$ cat src/rtl/tx_seq_pkg.sv
package tx_seq_pkg;

  typedef enum logic [2:0] {
    EV_NOP       = 3'd0,
    EV_CS_ON     = 3'd1,
    EV_CS_OFF    = 3'd2,
    EV_TX_ON     = 3'd3,
    EV_RAMP_UP   = 3'd4,
    EV_MOD_ON    = 3'd5,
    EV_RAMP_DOWN = 3'd6,
    EV_MOD_OFF   = 3'd7
  } evCode_t;

  typedef enum logic [2:0] {
    S_IDLE, S_OFFSET, S_GRP1, S_WAITMSG, S_GRP2, S_DRAIN
  } seqState_t;

  // control -> datapath strobes
  typedef struct packed {
    logic loadOffset;
    logic loadEntry;
    logic fire;
    logic abortNow;
    logic finish;
  } seqCtl_t;

endpackage

$ cat src/rtl/tx_seq_check.sv
module tx_seq_check
  import tx_seq_pkg::*;
#(
  parameter int NUM_ENTRIES = 8,
  parameter int FIRST_GROUP = 5
) (
  input  logic [3*NUM_ENTRIES-1:0] evCodes,
  output logic                     tableErr
);

  evCode_t codeArr [NUM_ENTRIES];

  for (genvar j = 0; j < NUM_ENTRIES; j++) begin : g_unpack
    assign codeArr[j] = evCode_t'(evCodes[3*j +: 3]);
  end

  logic seenCs;
  logic seenMod;

  always_comb begin
    seenCs   = 1'b0;
    seenMod  = 1'b0;
    tableErr = 1'b0;
    for (int j = 0; j < NUM_ENTRIES; j++) begin
      if (codeArr[j] == EV_CS_OFF && !seenCs) tableErr = 1'b1;
      if (codeArr[j] == EV_MOD_ON && j >= FIRST_GROUP) tableErr = 1'b1;
      if (codeArr[j] == EV_MOD_OFF && (j < FIRST_GROUP || !seenMod)) tableErr = 1'b1;
      if (codeArr[j] == EV_CS_ON) seenCs = 1'b1;
      if (codeArr[j] == EV_MOD_ON) seenMod = 1'b1;
    end
  end

endmodule

$ cat src/rtl/tx_seq_ctrl.sv
module tx_seq_ctrl
  import tx_seq_pkg::*;
#(
  parameter int NUM_ENTRIES = 8,
  parameter int FIRST_GROUP = 5
) (
  input  logic                           clk,
  input  logic                           rstN,
  input  logic                           slotStart,
  input  logic                           msgDone,
  input  logic                           csDetect,
  input  logic                           tableErr,
  input  logic                           cntZero,
  input  logic                           holdBusy,
  input  logic                           csActive,
  output seqCtl_t                        ctl,
  output logic [$clog2(NUM_ENTRIES)-1:0] curIdx,
  output logic [$clog2(NUM_ENTRIES)-1:0] loadIdx,
  output logic                           busy,
  output logic                           done,
  output logic                           aborted
);

  localparam int IDX_W = $clog2(NUM_ENTRIES);
  localparam logic [IDX_W-1:0] LAST1 = IDX_W'(FIRST_GROUP - 1);
  localparam logic [IDX_W-1:0] FIRST2 = IDX_W'(FIRST_GROUP);
  localparam logic [IDX_W-1:0] LAST2 = IDX_W'(NUM_ENTRIES - 1);

  seqState_t state, nextState;
  logic [IDX_W-1:0] idx, nextIdx;
  logic abortCond;

  assign abortCond = csActive && csDetect &&
                     (state == S_OFFSET || state == S_GRP1 || state == S_WAITMSG);

  always_comb begin
    ctl       = '0;
    nextState = state;
    nextIdx   = idx;
    loadIdx   = idx;
    if (abortCond) begin
      ctl.abortNow = 1'b1;
      nextState    = S_IDLE;
    end else begin
      case (state)
        S_IDLE: if (slotStart && !tableErr) begin
          ctl.loadOffset = 1'b1;
          nextIdx        = '0;
          nextState      = S_OFFSET;
        end
        S_OFFSET: if (cntZero) begin
          ctl.loadEntry = 1'b1;
          loadIdx       = '0;
          nextState     = S_GRP1;
        end
        S_GRP1: if (cntZero) begin
          ctl.fire = 1'b1;
          if (idx == LAST1) nextState = S_WAITMSG;
          else begin
            nextIdx       = idx + 1'b1;
            loadIdx       = idx + 1'b1;
            ctl.loadEntry = 1'b1;
          end
        end
        S_WAITMSG: if (msgDone) begin
          ctl.loadEntry = 1'b1;
          loadIdx       = FIRST2;
          nextIdx       = FIRST2;
          nextState     = S_GRP2;
        end
        S_GRP2: if (cntZero) begin
          ctl.fire = 1'b1;
          if (idx == LAST2) nextState = S_DRAIN;
          else begin
            nextIdx       = idx + 1'b1;
            loadIdx       = idx + 1'b1;
            ctl.loadEntry = 1'b1;
          end
        end
        S_DRAIN: if (!holdBusy) begin
          ctl.finish = 1'b1;
          nextState  = S_IDLE;
        end
        default: nextState = S_IDLE;
      endcase
    end
  end

  always_ff @(posedge clk or negedge rstN) begin
    if (!rstN) begin
      state   <= S_IDLE;
      idx     <= '0;
      done    <= 1'b0;
      aborted <= 1'b0;
    end else begin
      state <= nextState;
      idx   <= nextIdx;
      done  <= ctl.finish;
      if (ctl.abortNow) aborted <= 1'b1;
      else if (ctl.loadOffset) aborted <= 1'b0;
    end
  end

  assign busy   = (state != S_IDLE);
  assign curIdx = idx;

  p_restart_ignored_r8: assert property (@(posedge clk) disable iff (!rstN)
    (busy && slotStart && !ctl.finish && !ctl.abortNow) |=> (busy && $stable(aborted)));

  p_bad_table_blocks_r9: assert property (@(posedge clk) disable iff (!rstN)
    (!busy && slotStart && tableErr) |=> !busy);

  p_done_single_r10: assert property (@(posedge clk) disable iff (!rstN)
    done |=> !done);

  p_abort_to_idle_r7: assert property (@(posedge clk) disable iff (!rstN)
    $rose(aborted) |-> !busy);

endmodule

$ cat src/rtl/tx_seq_datapath.sv
module tx_seq_datapath
  import tx_seq_pkg::*;
#(
  parameter int NUM_ENTRIES = 8,
  parameter int DLY_W       = 8
) (
  input  logic                           clk,
  input  logic                           rstN,
  input  logic                           tickEn,
  input  seqCtl_t                        ctl,
  input  logic [$clog2(NUM_ENTRIES)-1:0] curIdx,
  input  logic [$clog2(NUM_ENTRIES)-1:0] loadIdx,
  input  logic [DLY_W-1:0]               startOffset,
  input  logic [DLY_W-1:0]               rampHold,
  input  logic [3*NUM_ENTRIES-1:0]       evCodes,
  input  logic [DLY_W*NUM_ENTRIES-1:0]   evDelays,
  output logic                           cntZero,
  output logic                           holdBusy,
  output logic                           csActive,
  output logic                           csMonStart,
  output logic                           csMonStop,
  output logic                           txEnable,
  output logic                           rampUp,
  output logic                           rampDown,
  output logic                           modStart,
  output logic                           modEnd
);

  evCode_t          codeArr [NUM_ENTRIES];
  logic [DLY_W-1:0] dlyArr  [NUM_ENTRIES];

  for (genvar j = 0; j < NUM_ENTRIES; j++) begin : g_unpack
    assign codeArr[j] = evCode_t'(evCodes[3*j +: 3]);
    assign dlyArr[j]  = evDelays[DLY_W*j +: DLY_W];
  end

  logic [DLY_W-1:0] cnt;
  logic [DLY_W-1:0] holdCnt;

  always_ff @(posedge clk or negedge rstN) begin
    if (!rstN) cnt <= '0;
    else if (ctl.loadOffset) cnt <= startOffset;
    else if (ctl.loadEntry) cnt <= dlyArr[loadIdx];
    else if (tickEn && cnt != '0) cnt <= cnt - 1'b1;
  end

  assign cntZero = (cnt == '0);

  always_ff @(posedge clk or negedge rstN) begin
    if (!rstN) begin
      {csMonStart, csMonStop, rampUp, rampDown, modStart, modEnd} <= '0;
      txEnable <= 1'b0;
      csActive <= 1'b0;
      holdBusy <= 1'b0;
      holdCnt  <= '0;
    end else begin
      {csMonStart, csMonStop, rampUp, rampDown, modStart, modEnd} <= '0;
      if (ctl.abortNow || ctl.finish) begin
        txEnable <= 1'b0;
        csActive <= 1'b0;
        holdBusy <= 1'b0;
        holdCnt  <= '0;
      end else begin
        if (holdBusy && tickEn) begin
          holdCnt <= holdCnt - 1'b1;
          if (holdCnt <= 1) begin
            txEnable <= 1'b0;
            holdBusy <= 1'b0;
          end
        end
        if (ctl.fire) begin
          case (codeArr[curIdx])
            EV_CS_ON:   begin csMonStart <= 1'b1; csActive <= 1'b1; end
            EV_CS_OFF:  begin csMonStop <= 1'b1; csActive <= 1'b0; end
            EV_TX_ON:   txEnable <= 1'b1;
            EV_RAMP_UP: rampUp <= 1'b1;
            EV_MOD_ON:  modStart <= 1'b1;
            EV_MOD_OFF: modEnd <= 1'b1;
            EV_RAMP_DOWN: begin
              rampDown <= 1'b1;
              if (rampHold == '0) txEnable <= 1'b0;
              else begin
                holdBusy <= 1'b1;
                holdCnt  <= rampHold;
              end
            end
            default: ;
          endcase
        end
      end
    end
  end

  p_single_event_r2: assert property (@(posedge clk) disable iff (!rstN)
    $onehot0({csMonStart, csMonStop, rampUp, rampDown, modStart, modEnd}));

  p_count_waits_tick_r3: assert property (@(posedge clk) disable iff (!rstN)
    (!ctl.loadOffset && !ctl.loadEntry && !tickEn) |=> $stable(cnt));

  p_hold_keeps_r6: assert property (@(posedge clk) disable iff (!rstN)
    (holdBusy && !tickEn && !ctl.abortNow && !ctl.finish) |=> holdBusy);

  p_abort_drops_tx_r7: assert property (@(posedge clk) disable iff (!rstN)
    ctl.abortNow |=> (!txEnable && !csActive));

endmodule

$ cat src/rtl/tx_event_seq.sv
module tx_event_seq
  import tx_seq_pkg::*;
#(
  parameter int NUM_ENTRIES = 8,
  parameter int FIRST_GROUP = 5,
  parameter int DLY_W       = 8
) (
  input  logic                         clk,
  input  logic                         rstN,
  input  logic                         tickEn,
  input  logic                         slotStart,
  input  logic                         msgDone,
  input  logic                         csDetect,
  input  logic [DLY_W-1:0]             startOffset,
  input  logic [DLY_W-1:0]             rampHold,
  input  logic [3*NUM_ENTRIES-1:0]     evCodes,
  input  logic [DLY_W*NUM_ENTRIES-1:0] evDelays,
  output logic                         csMonStart,
  output logic                         csMonStop,
  output logic                         txEnable,
  output logic                         rampUp,
  output logic                         rampDown,
  output logic                         modStart,
  output logic                         modEnd,
  output logic                         busy,
  output logic                         done,
  output logic                         aborted,
  output logic                         tableErr
);

  localparam int IDX_W = $clog2(NUM_ENTRIES);

  seqCtl_t          ctl;
  logic [IDX_W-1:0] curIdx;
  logic [IDX_W-1:0] loadIdx;
  logic             cntZero;
  logic             holdBusy;
  logic             csActive;

  tx_seq_check #(.NUM_ENTRIES(NUM_ENTRIES), .FIRST_GROUP(FIRST_GROUP)) u_check (
    .evCodes (evCodes),
    .tableErr(tableErr)
  );

  tx_seq_ctrl #(.NUM_ENTRIES(NUM_ENTRIES), .FIRST_GROUP(FIRST_GROUP)) u_ctrl (
    .clk      (clk),
    .rstN     (rstN),
    .slotStart(slotStart),
    .msgDone  (msgDone),
    .csDetect (csDetect),
    .tableErr (tableErr),
    .cntZero  (cntZero),
    .holdBusy (holdBusy),
    .csActive (csActive),
    .ctl      (ctl),
    .curIdx   (curIdx),
    .loadIdx  (loadIdx),
    .busy     (busy),
    .done     (done),
    .aborted  (aborted)
  );

  tx_seq_datapath #(.NUM_ENTRIES(NUM_ENTRIES), .DLY_W(DLY_W)) u_dp (
    .clk        (clk),
    .rstN       (rstN),
    .tickEn     (tickEn),
    .ctl        (ctl),
    .curIdx     (curIdx),
    .loadIdx    (loadIdx),
    .startOffset(startOffset),
    .rampHold   (rampHold),
    .evCodes    (evCodes),
    .evDelays   (evDelays),
    .cntZero    (cntZero),
    .holdBusy   (holdBusy),
    .csActive   (csActive),
    .csMonStart (csMonStart),
    .csMonStop  (csMonStop),
    .txEnable   (txEnable),
    .rampUp     (rampUp),
    .rampDown   (rampDown),
    .modStart   (modStart),
    .modEnd     (modEnd)
  );

endmodule

$ cat config.mk
export PLATFORM = sky130hd
export DESIGN_NAME = tx_event_seq
export DESIGN_NICKNAME = d
export VERILOG_FILES = /design/src/rtl/tx_seq_pkg.sv /design/src/rtl/tx_seq_check.sv /design/src/rtl/tx_seq_ctrl.sv /design/src/rtl/tx_seq_datapath.sv /design/src/rtl/tx_event_seq.sv
export SDC_FILE = /design/constraint.sdc
export NUM_CORES = 1
export LEC_CHECK = 0
export ABC_CLOCK_PERIOD_IN_PS = 3700
export CORE_MARGIN = 1.5
export CORE_UTILIZATION = 47
export DETAILED_ROUTE_END_ITERATION = 8
export PLACE_DENSITY = 0.82
export REMOVE_ABC_BUFFERS = 1
export SLEW_MARGIN = 20
export SYNTH_ARGS = -nofsm -noshare
export SYNTH_HDL_FRONTEND = slang
export SYNTH_SLANG_ARGS = --single-unit
$ cat constraint.sdc
create_clock -name clk -period 3.7 [get_ports clk]
set_input_delay 0.555 -clock clk [delete_from_list [all_inputs] [get_ports clk]]
set_output_delay 0.555 -clock clk [all_outputs]
set_load 0.01 [all_outputs]
Word level (Yosys, flattened, before mapping)
Index checks and enable logic that the tools add are counted.
{ "word_totals": {"ff_bits": 33, "inputBits": 110, "output_inout_bits": 11, "word_cells": 237} }
{ "op_classes": {"add_sub_neg": 3, "magnitude_cmp": 3, "eq_ne": 54, "n_mux": 117, "bitwise_logic": 3, "n_reduce_logical": 42} }
{ "op_table": {"columns": ["operator", "n"], "rows": [
  ["$mux W8", 10],
  ["$mux W1", 76],
  ["$eq A3 B3 Y1 const B", 24],
  ["$mux W3", 20],
  ["$eq A3 B2 Y1 const B", 12],
  ["$eq A3 B1 Y1 const B", 9],
  ["$bmux W8 S3", 1],
  ["$pmux W3 S4", 2],
  ["$pmux W3 S6", 1],
  ["$logic_not A8 Y1", 2],
  ["$sub A8 B1 Y8 const B", 2],
  ["$logic_and A1 B1 Y1", 15],
  ["$ne A3 B2 Y1 const B", 5],
  ["$logic_not A1 Y1", 11],
  ["$bmux W3 S3", 1],
  ["$reduce_bool A3 Y1", 3],
  ["$ge A4 B4 Y1 const B", 2],
  ["$le A8 B1 Y1 const B", 1],
  ["$not A3 Y4", 2],
  ["$reduce_and A8 Y1", 1],
  ["$reduce_bool A8 Y1", 1],
  ["$ne A3 B1 Y1 const B", 2],
  ["$pmux W1 S2", 3],
  ["$mux W2", 2],
  ["other kinds (11)", 14]
]} }

Depth between registers and ports, before layout
Gate-level depths: netlist of the first run.
{ "depth": {"word_depth": 28, "mapped_depth": 12, "ltp_nobuf": 10} }

Cells and area by module
From an unflattened synthesis of the first run, not the netlist that was laid out.
{ "hier_totals": {"cells_unflattened": 350, "hier_area_um2": 3253.1} }
{ "modules_own_cells": {"columns": ["mod", "n_inst", "cells_per_inst", "area_per_inst_um2", "seq_area_each_um2"], "rows": [
  ["tx_seq_datapath", 1, 203, 2160.8, 625.6],
  ["tx_seq_ctrl", 1, 99, 785.8, 200.2],
  ["tx_seq_check", 1, 48, 306.5, 0.0]
]} }

Worst setup path before layout of the first run
Ideal clock, no wire load.
{ "synth_path": {"path_kind": "register to register", "from": "register u_ctrl.idx[1], in the netlist u_ctrl.curIdx[1]", "to": "register u_dp.cnt[6]", "setup_ns": 0.087, "arrival_ns": 2.512, "required_ns": 3.613, "slack_ns": 1.102, "path_stages_with_launch": 12, "n_path_buf": 2, "period_less_slack_ns": 2.598, "cell_sequence": "dfrtp_1 -> clkbuf_1 -> inv_1 -> ha_1 -> a211oi_1 -> and3_1 -> a221oi_4 -> o211ai_2 -> buf_4 -> nand2_1 -> a22o_1 -> a211oi_2"} }
{ "synth_between": {"elab_chain_cells": 11, "word_cells_on_any_way": 24, "classes_between": "1 x add/sub; 2 x eq/ne; 19 x mux; 1 x bitwise; 1 x reduce/logical"} }
{ "synth_lines": {"columns": ["item", "line", "text"], "rows": [
  ["start, declared", "tx_seq_ctrl.sv:30", "logic [IDX_W-1:0] idx, nextIdx;"],
  ["start signal, assigned", "tx_seq_ctrl.sv:97", "idx <= nextIdx;"],
  ["$add A3 B1 Y3, or another cell as far along", "tx_seq_ctrl.sv:61, tx_seq_ctrl.sv:76", null],
  ["$mux W3, on equally long branches (2 in a row)", null, null],
  ["$pmux W3 S4", "tx_seq_ctrl.sv:45", "case (state)"],
  ["$mux W3", "tx_seq_ctrl.sv:41", "if (abortCond) begin"],
  ["$not A3 Y4 (not written as such)", "tx_seq_datapath.sv:43", "else if (ctl.loadEntry) cnt <= dlyArr[loadIdx];"],
  ["$bmux W8 S3", "tx_seq_datapath.sv:43", null],
  ["$mux W8 (not written as such) (2 in a row)", "tx_seq_datapath.sv:43", null],
  ["$mux W8", "tx_seq_datapath.sv:43", null],
  ["$mux W8", "tx_seq_datapath.sv:42", "else if (ctl.loadOffset) cnt <= startOffset;"],
  ["end signal, assigned", "tx_seq_datapath.sv:42", null],
  ["end signal, assigned", "tx_seq_datapath.sv:43", null],
  ["end signal, assigned", "tx_seq_datapath.sv:44", "else if (tickEn && cnt != '0) cnt <= cnt - 1'b1;"],
  ["end, declared", "tx_seq_datapath.sv:37", "logic [DLY_W-1:0] cnt;"]
]} }
Parallel ways exist; a longest one is shown, timed or not. The select of a mux whose other input is x is not followed.
A chain may end at the register's enable or synchronous reset.

Worst setup path after layout of the first run
{ "layout_path": {"from": "input port evCodes[0]", "to": "output port tableErr"} }
{ "layout_between": {"elab_chain_cells": 21, "word_cells_on_any_way": 57, "classes_between": "4 x eq/ne; 33 x mux; 20 x reduce/logical"} }
{ "layout_lines": {"columns": ["item", "line", "text"], "rows": [
  ["start, declared", "tx_event_seq.sv:16", "input logic [3*NUM_ENTRIES-1:0] evCodes,"],
  ["$eq A3 B1 Y1", "tx_seq_check.sv:28", "if (codeArr[j] == EV_CS_ON) seenCs = 1'b1;"],
  ["$mux W1", "tx_seq_check.sv:28", null],
  ["$logic_not A1 Y1", "tx_seq_check.sv:25", "if (codeArr[j] == EV_CS_OFF && !seenCs) tableErr = 1'b1;"],
  ["$logic_and A1 B1 Y1", "tx_seq_check.sv:25", null],
  ["$mux W1", "tx_seq_check.sv:25", null],
  ["$mux W1", "tx_seq_check.sv:27", "if (codeArr[j] == EV_MOD_OFF && (j < FIRST_GROUP || !seenMod)) tableErr = 1'b1;"],
  ["$mux W1", "tx_seq_check.sv:25", null],
  ["$mux W1", "tx_seq_check.sv:27", null],
  ["(+5 left out)", null, null],
  ["$mux W1", "tx_seq_check.sv:26", "if (codeArr[j] == EV_MOD_ON && j >= FIRST_GROUP) tableErr = 1'b1;"],
  ["$mux W1", "tx_seq_check.sv:27", null],
  ["$mux W1", "tx_seq_check.sv:25", null],
  ["$mux W1", "tx_seq_check.sv:26", null],
  ["$mux W1", "tx_seq_check.sv:27", null],
  ["$mux W1", "tx_seq_check.sv:25", null],
  ["$mux W1", "tx_seq_check.sv:26", null],
  ["$mux W1 (*)", "tx_seq_check.sv:27", null],
  ["end, declared", "tx_event_seq.sv:28", "output logic tableErr"]
]} }
Mark *: on every way between the ends. The rest lies on a longest branch, timed or not.

==> results of run 1 <==
-- report_power, final --
| part | switching, mW | total [mW] | internal, mW |
|---|---|---|---|
| clock | 0.145 | 0.275 | 0.130 |
| sequential | 0.164 | 0.616 | 0.452 |
| combinational | 0.879 | 1.61 | 0.729 |
-- area by class of cell --
class	count	area [µm²]
clock buffers	5	68.82
well taps	99	123.9
clock inverters	3	17.52
multi-input cells	355	2545
flip-flops and latches	33	825.8
fillers	618	2404
repair buffers	131	1284
inverters	27	101.3
-- Yosys cell counts (5+ instances only) --
| cell type | number |
|---|---|
| a211oi_1 | 8 |
| a211oi_2 | 8 |
| a21oi_1 | 45 |
| a22o_1 | 8 |
| and3_1 | 5 |
| buf_2 | 6 |
| buf_4 | 5 |
| clkbuf_1 | 12 |
| dfrtp_1 | 33 |
| ha_1 | 7 |
| inv_1 | 27 |
| mux2i_1 | 8 |
| mux4_2 | 6 |
| nand2_1 | 50 |
| nand2b_1 | 7 |
| nand3_1 | 11 |
| nor2_1 | 26 |
| nor3_1 | 5 |
| nor3b_1 | 8 |
| nor4_1 | 6 |
| o2111ai_1 | 17 |
| o211ai_1 | 21 |
| o21ai_0 | 13 |
| or3_1 | 6 |
| or3b_2 | 6 |
| xnor2_1 | 11 |
-- cells by family after synthesis --
group,Yosys count,share of synthesized area
and+or+nand+nor,164,0.2569
buffers and inverters,54,0.07231
DFF,33,0.2273
adders and majority gates,7,0.02410
muxes,17,0.06956
AOI/OAI and AO/OA,152,0.3137
xor gates and xnor gates,15,0.03616
-- worst max-delay path by stage --
stage	start	endpoint	slack (ps)	depth (start not counted)
after floorplan	u_ctrl.state[0]	u_dp.cnt[0]	760	7
after global placement	evCodes[0]	tableErr	300	6
after detailed placement	evCodes[0]	u_dp.cnt[5]	180	8
after CTS	evCodes[0]	tableErr	190	6
after global routing	evCodes[0]	tableErr	80	6
final	evCodes[0]	tableErr	160	6
-- cell usage in the layout (no fill, tap or decap), drive strengths merged, types with 11 or more instances in the layout --
cell | Yosys | layout
inv | 27 | 27
nand2 | 50 | 50
o211ai | 22 | 22
clkdlybuf4s50 | 0 | 120
dfrtp | 33 | 33
o2111ai | 17 | 17
o21ai | 16 | 16
a21oi | 46 | 46
xnor2 | 11 | 11
nor2 | 28 | 28
nand3 | 12 | 12
buf | 15 | 11
a211oi | 16 | 16
-- routing by layer --
| layer | vias up | GRT usage |
|---|---|---|
| li1 | 1904 | - |
| met1 | 1887 | 0.3486 |
| met2 | 192 | 0.4540 |
| met3 | 10 | 0.05135 |
| met4 | 0 | 0.04948 |
| met5 | - | 0 |
-- stage by stage --
stage | setup WS (ps) | utilization
after floorplan | 761.4 | -
after global placement | 303.7 | 0.6621
after detailed placement | 182.6 | 0.6621
after CTS | 187.6 | 0.6739
after global routing | 77.03 | 0.6739
final | 157.6 | 0.6739
-- state kept, by name, indices dropped and copies added, names as in the netlist --
name	cells
u_ctrl.curIdx	3
u_dp.cnt	8
u_dp.modEnd	1
u_ctrl.done	1
u_dp.rampDown	1
u_dp.csMonStop	1
u_dp.modStart	1
u_dp.holdCnt	8
u_ctrl.state	3
u_ctrl.aborted	1
u_dp.rampUp	1
u_dp.holdBusy	1
u_dp.csActive	1
u_dp.csMonStart	1
u_dp.txEnable	1
-- worst min-delay path: stages, from the launching register on --
cell and delay [ps]:
dfrtp_1 380, o31ai_1 80, o21ai_0 70
==> metrics.yaml, run 1 <==
outcome:
  status: "finished, final reports clean"
sta:
  worst_slew_margin_rel: 0.5081
  final_max_slew_viol_count: 0
  holdWs_ps: 562.6
  hold_viol_final: 0
  fmax_mhz: 282.3
  setup_tns_ps: 0
  worst_pin_slew_ps: 737.9
  period_needed_ps: 3542
  rsz0062_at_grt: "false"
  skew_ps: 4.932
  setup_violations: 0
  fin_crit_sh: 0.9574
logic_synthesis:
  ys_types: 75
  synth.area.top_cells: "dfrtp_1, a21oi_1, nand2_1, o211ai_1, o2111ai_1"
  synth_area_um2: 3633
  yosysSeqAreaShare: 0.2273
  postSynthAreaPerCell_um2: 8.221
  synth-main-ff-cell: "dfrtp_1"
  synth_top_area_frac: 0.2273
  synth_seq_cells: 33
  synth-async-reset-ratio: 1.000
  yosys_warnings: 0
  synth_edf_count: 0
  synth_area_leader_cell: "dfrtp_1"
  synth_cells: 442
power_and_ir_drop:
  peakVddDrop_mv: 0.2595
  leakage_nw: 1.963
  p_per_area_nw_per_um2: 503.2
  total_power_mw: 2.499
placement:
  place_inst: 645
  routabilityCongestion: 0.9501
  hpwl_mm: 8.636
  portBuffers: 120
  dpl_cell_area_um2: 4880
drt:
  drt-pass1-iter-count: 5
  routedLengthMet1_mm: 4.884
  vias: 3993
  drtIter0Drc: 308
  viasPerCell: 6.115
  final_antenna_net_count: 0
  wl_met3_um: 783
  post_drt_wl_per_cell_um: 16.82
  top_layer_used: "met4"
  wl_mm: 10.98
  wl_met2_mm: 5.233
  drc: 0
critical_path:
  required_ps: 3140
  reg2reg_setup_slack_ps: 610
  cpLargestDelayFamily: "buffers and inverters"
  critPathMaxStageDelay_ps: 560
  cp_max_fo: 6
  r2r_end: "u_dp.cnt[1]"
  crit_top_cell: "clkdlybuf4s50_1"
  cp_slowest_cell: "clkdlybuf4s50_1"
  cp-start-kind: "input pin"
  critPathKind: "in2out"
  worstPathArrival_ps: 2990
  cp_num_buf_inv: 2
  reg2regPathDepth: 10
  r2r-start: "u_ctrl.curIdx[0]"
  cp_cell_sequence: "clkdlybuf4s50_1 > nor3b_1 > o21ai_0 > a2111oi_2 > nand4_2 > clkdlybuf4s50_1"
  cp-end-kind: "primary output"
clock_tree:
  cts_max_level: 2
  cts_setup_buffers: 0
  root_buffer: "clkbuf_8"
  clkTransAtPathRegs_ps: 70
  clock_latency_ps: 290
  clockBufferDepth: 2
  cts.repair.resized: 0
  cts_made_buffers: 5
  cts_tree: "done"
  cts_sinks: 33
  cts.hold.buffers_added: 0
floorplan:
  die_x_um: 90.93
  rows: 31
  coreArea_um2: 7370
  die_area_um2: 8267
  die_h_um: 90.93
  pin_count: 121
  initial_core_util: 0.4930
cells_and_area:
  antennaDiodeCount: 0
  final_area_um2: 4966
  fin_nets: 670
  syn_to_final_growth_pct: 36.67
  drive_gt1_frac: 0.1119
  final_cells: 653
min_path:
  hold_start: "u_ctrl.aborted"
  hp-class: "reg2reg"
  whs_endpoint: "u_ctrl.aborted"
  min_path_cells: 2
global_routing:
  grt_pass1_wl_mm: 18.31
  overflow: 0
  grt_usage: 0.2657
  grt_pass1_vias: 3890
  antenna_found_initial: 0
  grt_max_degree: 34
job:
  drv_cap: 0
No activity file was read; power rests on OpenSTA's default activity.
==> run 2: changes to the inputs <==
Settings changed: CELL_PAD_IN_SITES_DETAIL_PLACEMENT set to 1, CELL_PAD_IN_SITES_GLOBAL_PLACEMENT set to 1, CORE_UTILIZATION 47 to 34, PLACE_DENSITY 0.82 to not set, PLACE_DENSITY_LB_ADDON set to 0.1.
==> run 2 against run 1 <==
Non-clock buffer count rose by 2. Hold slack better by 6.1 ps. Clock power grew 2%. Die area is 37% higher. Global-route usage shrank 4.6 points. Critical endpoint unchanged.
==> metrics.yaml, run 2 (synthesis results as in run 1) <==
clock_tree:
  cts_max_level: 2
  cts_sinks: 33
  cts.repair.resized: 0
  clkTransAtPathRegs_ps: 70
  cts.hold.buffers_added: 0
  cts_tree: "done"
  clockBufferDepth: 2
  cts_setup_buffers: 0
  cts_made_buffers: 5
  clock_latency_ps: 290
  root_buffer: "clkbuf_8"
cells_and_area:
  n_fill_cell: 1244
  antennaDiodeCount: 0
  final_core_util: 0.4870
  reg_top3: "u_dp.cnt: 8 flops, u_dp.holdCnt: 8 flops"
  multiInputGateArea_um2: 2545
  regArea_um2: 825.8
  drive_gt1_frac: 0.1151
  final_cell_mix: "clkdlybuf4s50_1, nand2_1, a21oi_1"
  syn_to_final_growth_pct: 38.36
  fin_nets: 672
  final_common_cell: "clkdlybuf4s50_1"
global_routing:
  grt_usage: 0.2196
  grt_max_degree: 34
  grt_pass1_wl_mm: 20.21
  overflow: 0
  antenna_found_initial: 0
  grt_pass1_vias: 4132
floorplan:
  die_h_um: 106.4
  rows: 37
  initial_core_util: 0.3520
  coreArea_um2: 10320
  die_area_um2: 11320
  die_x_um: 106.4
  pin_count: 121
drt:
  viasPerCell: 5.523
  wl_mm: 11.96
  final_antenna_net_count: 0
  drc: 0
  drtIter0Drc: 161
  post_drt_wl_per_cell_um: 17.28
  drt-pass1-iter-count: 4
  vias: 3822
critical_path:
  cp_max_fo: 6
  cp-start-kind: "input pin"
  worstPathArrival_ps: 2880
  cp-end-kind: "primary output"
  required_ps: 3140
  critPathKind: "in2out"
power_and_ir_drop:
  leakage_nw: 1.975
  p_per_area_nw_per_um2: 501.2
  peakVddDrop_mv: 0.2026
sta:
  final_max_slew_viol_count: 0
  holdWs_ps: 568.8
  period_needed_ps: 3434
  setup_tns_ps: 0
  fin_crit_sh: 0.9281
  skew_ps: 8.474
  fmax_mhz: 291.2
  setup_violations: 0
  worst_slew_margin_rel: 0.3900
  hold_viol_final: 0
  rsz0062_at_grt: "false"
  final.setup.worst_slack_ps: 266.0
  worst_pin_slew_ps: 915.0
placement:
  portBuffers: 120
  post-place-ws_ps: 253.3
  hpwl_mm: 9.407
  routabilityCongestion: 0.8416
job:
  drv_cap: 0
min_path:
  hp-class: "reg2reg"
outcome:
  status: "finished, final reports clean"
run 2: final timing paths:
path / from / to / slack, ps / cells past startpoint
max: evCodes[0] / tableErr / 270 / 6
min reg2reg: u_ctrl.aborted / u_ctrl.aborted / 570 / 2
max in group asynchronous: rstN / u_dp.holdBusy / 2690 / 2
min in group asynchronous: rstN / u_ctrl.curIdx[0] / 670 / 2
max reg2reg: u_ctrl.curIdx[1] / u_dp.cnt[5] / 420 / 9
min: u_ctrl.aborted / u_ctrl.aborted / 570 / 2
run 2: stage by stage:
| stage | cell area [µm²] | instances | total power [mW] |
|---|---|---|---|
| 2_1_floorplan | 3472 | 415 | 1.681 |
| 6_report | 5027 | 692 | 2.520 |
| 4_1_cts | 5027 | 692 | 2.527 |
| 3_3_place_gp | 4941 | 684 | 2.191 |
| 3_5_place_dp | 4941 | 684 | 2.233 |
| 5_1_grt | 5027 | 692 | 2.733 |
run 2: worst max-delay path, stage by stage:
cell             delay, ps
clkdlybuf4s50_1        540
nor3b_1                340
o21ai_0                180
a2111oi_2              400
nand4_2                300
clkdlybuf4s50_1        560
run 2: report_power, final:
group          switching [mW]  leakage, nW  total (mW)  internal (mW)
Combinational           0.880         1.51        1.62          0.739
Sequential              0.168        0.425       0.619          0.451
Clock                   0.151       0.0439       0.281          0.130
Total                    1.20         1.97        2.52           1.32
run 2: routing by layer:
| layer | routed length [µm] | vias to the layer above | GRT usage |
|---|---|---|---|
| li1 | - | 1905 | - |
| met1 | 5469 | 1787 | 0.2771 |
| met2 | 5756 | 119 | 0.3885 |
| met3 | 602 | 11 | 0.03740 |
| met4 | 129 | 0 | 0.05019 |
| met5 | 0 | - | 0 |
run 2: final cells by class:
type | instances | share of cell area
inverters | 27 | 0.02016
multi-input cells | 355 | 0.5062
clock inverters | 3 | 0.003484
repair buffers | 133 | 0.2583
clock buffers | 5 | 0.01369
well taps | 136 | 0.03385
flip-flops and latches | 33 | 0.1643
==> run 3: changes to the inputs <==
Settings changed: PLACE_DENSITY_LB_ADDON 0.1 to 0.05.
==> run 3 against run 2 <==
Clock skew rose by 8.4 ps. Core utilization did not move. Register-to-register slack improved by 280 ps. Sequential share of layout area did not move. Worst setup slack got worse by 84 ps. Clock power barely moved. Hold slack improved by 11 ps. Combinational power barely moved. Sequential power rose by 1%. Critical path type unchanged. Critical endpoint unchanged. Highest routed layer unchanged.
==> metrics.yaml, run 3 (synthesis results as in run 1) <==
outcome:
  status: "finished, final reports clean"
cells_and_area:
  drive_gt1_frac: 0.1151
  final_common_cell: "clkdlybuf4s50_1"
  final_cell_mix: "clkdlybuf4s50_1, nand2_1, a21oi_1"
  antennaDiodeCount: 0
  n_fill_cell: 1253
  reg_top3: "u_dp.cnt: 8 flops, u_dp.holdCnt: 8 flops"
  regArea_um2: 825.8
  final_core_util: 0.4870
  multiInputGateArea_um2: 2545
  final_area_um2: 5027
  syn_to_final_growth_pct: 38.36
  fin_nets: 672
clock_tree:
  clkTransAtPathRegs_ps: 80
  cts.hold.buffers_added: 0
  cts_max_level: 2
  clock_latency_ps: 300
  cts_sinks: 33
  cts_tree: "done"
  cts_made_buffers: 5
  cts.repair.resized: 0
  root_buffer: "clkbuf_8"
  cts_setup_buffers: 0
  clockBufferDepth: 2
power_and_ir_drop:
  p_per_area_nw_per_um2: 499.5
  peakVddDrop_mv: 0.2048
  leakage_nw: 1.974
critical_path:
  required_ps: 3140
  cp_slowest_cell: "clkdlybuf4s50_1"
  cp_max_fo: 6
  crit_top_cell: "clkdlybuf4s50_1"
  cp-end-kind: "primary output"
  cp_cell_sequence: "clkdlybuf4s50_1 > nor3b_1 > o21ai_0 > a2111oi_2 > nand4_2 > clkdlybuf4s50_1"
  reg2regPathDepth: 9
  critPathMaxStageDelay_ps: 580
  reg2reg_setup_slack_ps: 700
  r2r_end: "u_dp.cnt[4]"
  worstPathArrival_ps: 2960
  cp-start-kind: "input pin"
  critPathKind: "in2out"
  r2r-start: "u_ctrl.curIdx[1]"
floorplan:
  die_h_um: 106.4
  rows: 37
  die_x_um: 106.4
  die_area_um2: 11320
  coreArea_um2: 10320
  pin_count: 121
  initial_core_util: 0.3520
placement:
  dpl_cell_area_um2: 4941
  routabilityCongestion: 0.8744
  hpwl_mm: 9.692
  portBuffers: 120
drt:
  post_drt_wl_per_cell_um: 17.42
  drtIter0Drc: 162
  drt-pass1-iter-count: 4
  drc: 0
  vias: 3911
  viasPerCell: 5.652
  wl_mm: 12.06
  final_antenna_net_count: 0
global_routing:
  grt_max_degree: 34
  grt_pass1_wl_mm: 20.04
  overflow: 0
  grt_pass1_vias: 4112
  grt_usage: 0.2183
  antenna_found_initial: 0
min_path:
  hold_start: "u_ctrl.aborted"
  min_path_cells: 2
  whs_endpoint: "u_ctrl.aborted"
  hp-class: "reg2reg"
sta:
  worst_slew_margin_rel: 0.6170
  period_needed_ps: 3518
  fmax_mhz: 284.2
  setup_violations: 0
  setup_tns_ps: 0
  final_max_slew_viol_count: 0
  worst_pin_slew_ps: 574.4
  skew_ps: 16.86
  rsz0062_at_grt: "false"
  fin_crit_sh: 0.9508
  hold_viol_final: 0
job:
  drv_cap: 0
run 3: worst max-delay path, delay by kind of cell:
family | cells | cell delay, ps
buffers and inverters | 2 | 1130
and+or+nand+nor | 2 | 710
AOI/OAI and AO/OA | 2 | 580
run 3: routing by layer:
layer  global-route usage  routed length (µm)
met5                    0                   0
met4              0.06564                 210
met3              0.04047                 648
met2               0.3954                5886
met1               0.2598                5313
run 3: worst max-delay path by stage:
stage	to	startpoint
2_1_floorplan	u_dp.cnt[0]	u_ctrl.state[0]
4_1_cts	tableErr	evCodes[0]
5_1_grt	tableErr	evCodes[0]
3_5_place_dp	u_dp.cnt[4]	evCodes[0]
3_3_place_gp	tableErr	evCodes[0]
6_report	tableErr	evCodes[0]
run 3: per-stage QoR:
stage               hold WS, ps  setup WS [ps]  power (mW)  instances
detailed placement        562.4          172.3       2.240        684
floorplan                 259.4          761.4       1.681        415
global placement          536.6          277.3       2.199        684
finish                    579.3          182.0       2.511        692
CTS                       580.9          187.5       2.538        692
global route              600.5          21.20       2.726        692
run 3: area by class of cell:
type                       count  area share
tap                          136     0.03385
clock buffer                   5     0.01369
multi-input combinational    355      0.5062
timing repair buffer         133      0.2583
sequential                    33      0.1643
inverter                      27     0.02016
clock inverter                 3    0.003484
run 3: power breakdown:
group          total (mW)  internal [mW]  switching (mW)
clock               0.279          0.130           0.149
combinational        1.61          0.739           0.869
sequential          0.625          0.452           0.173
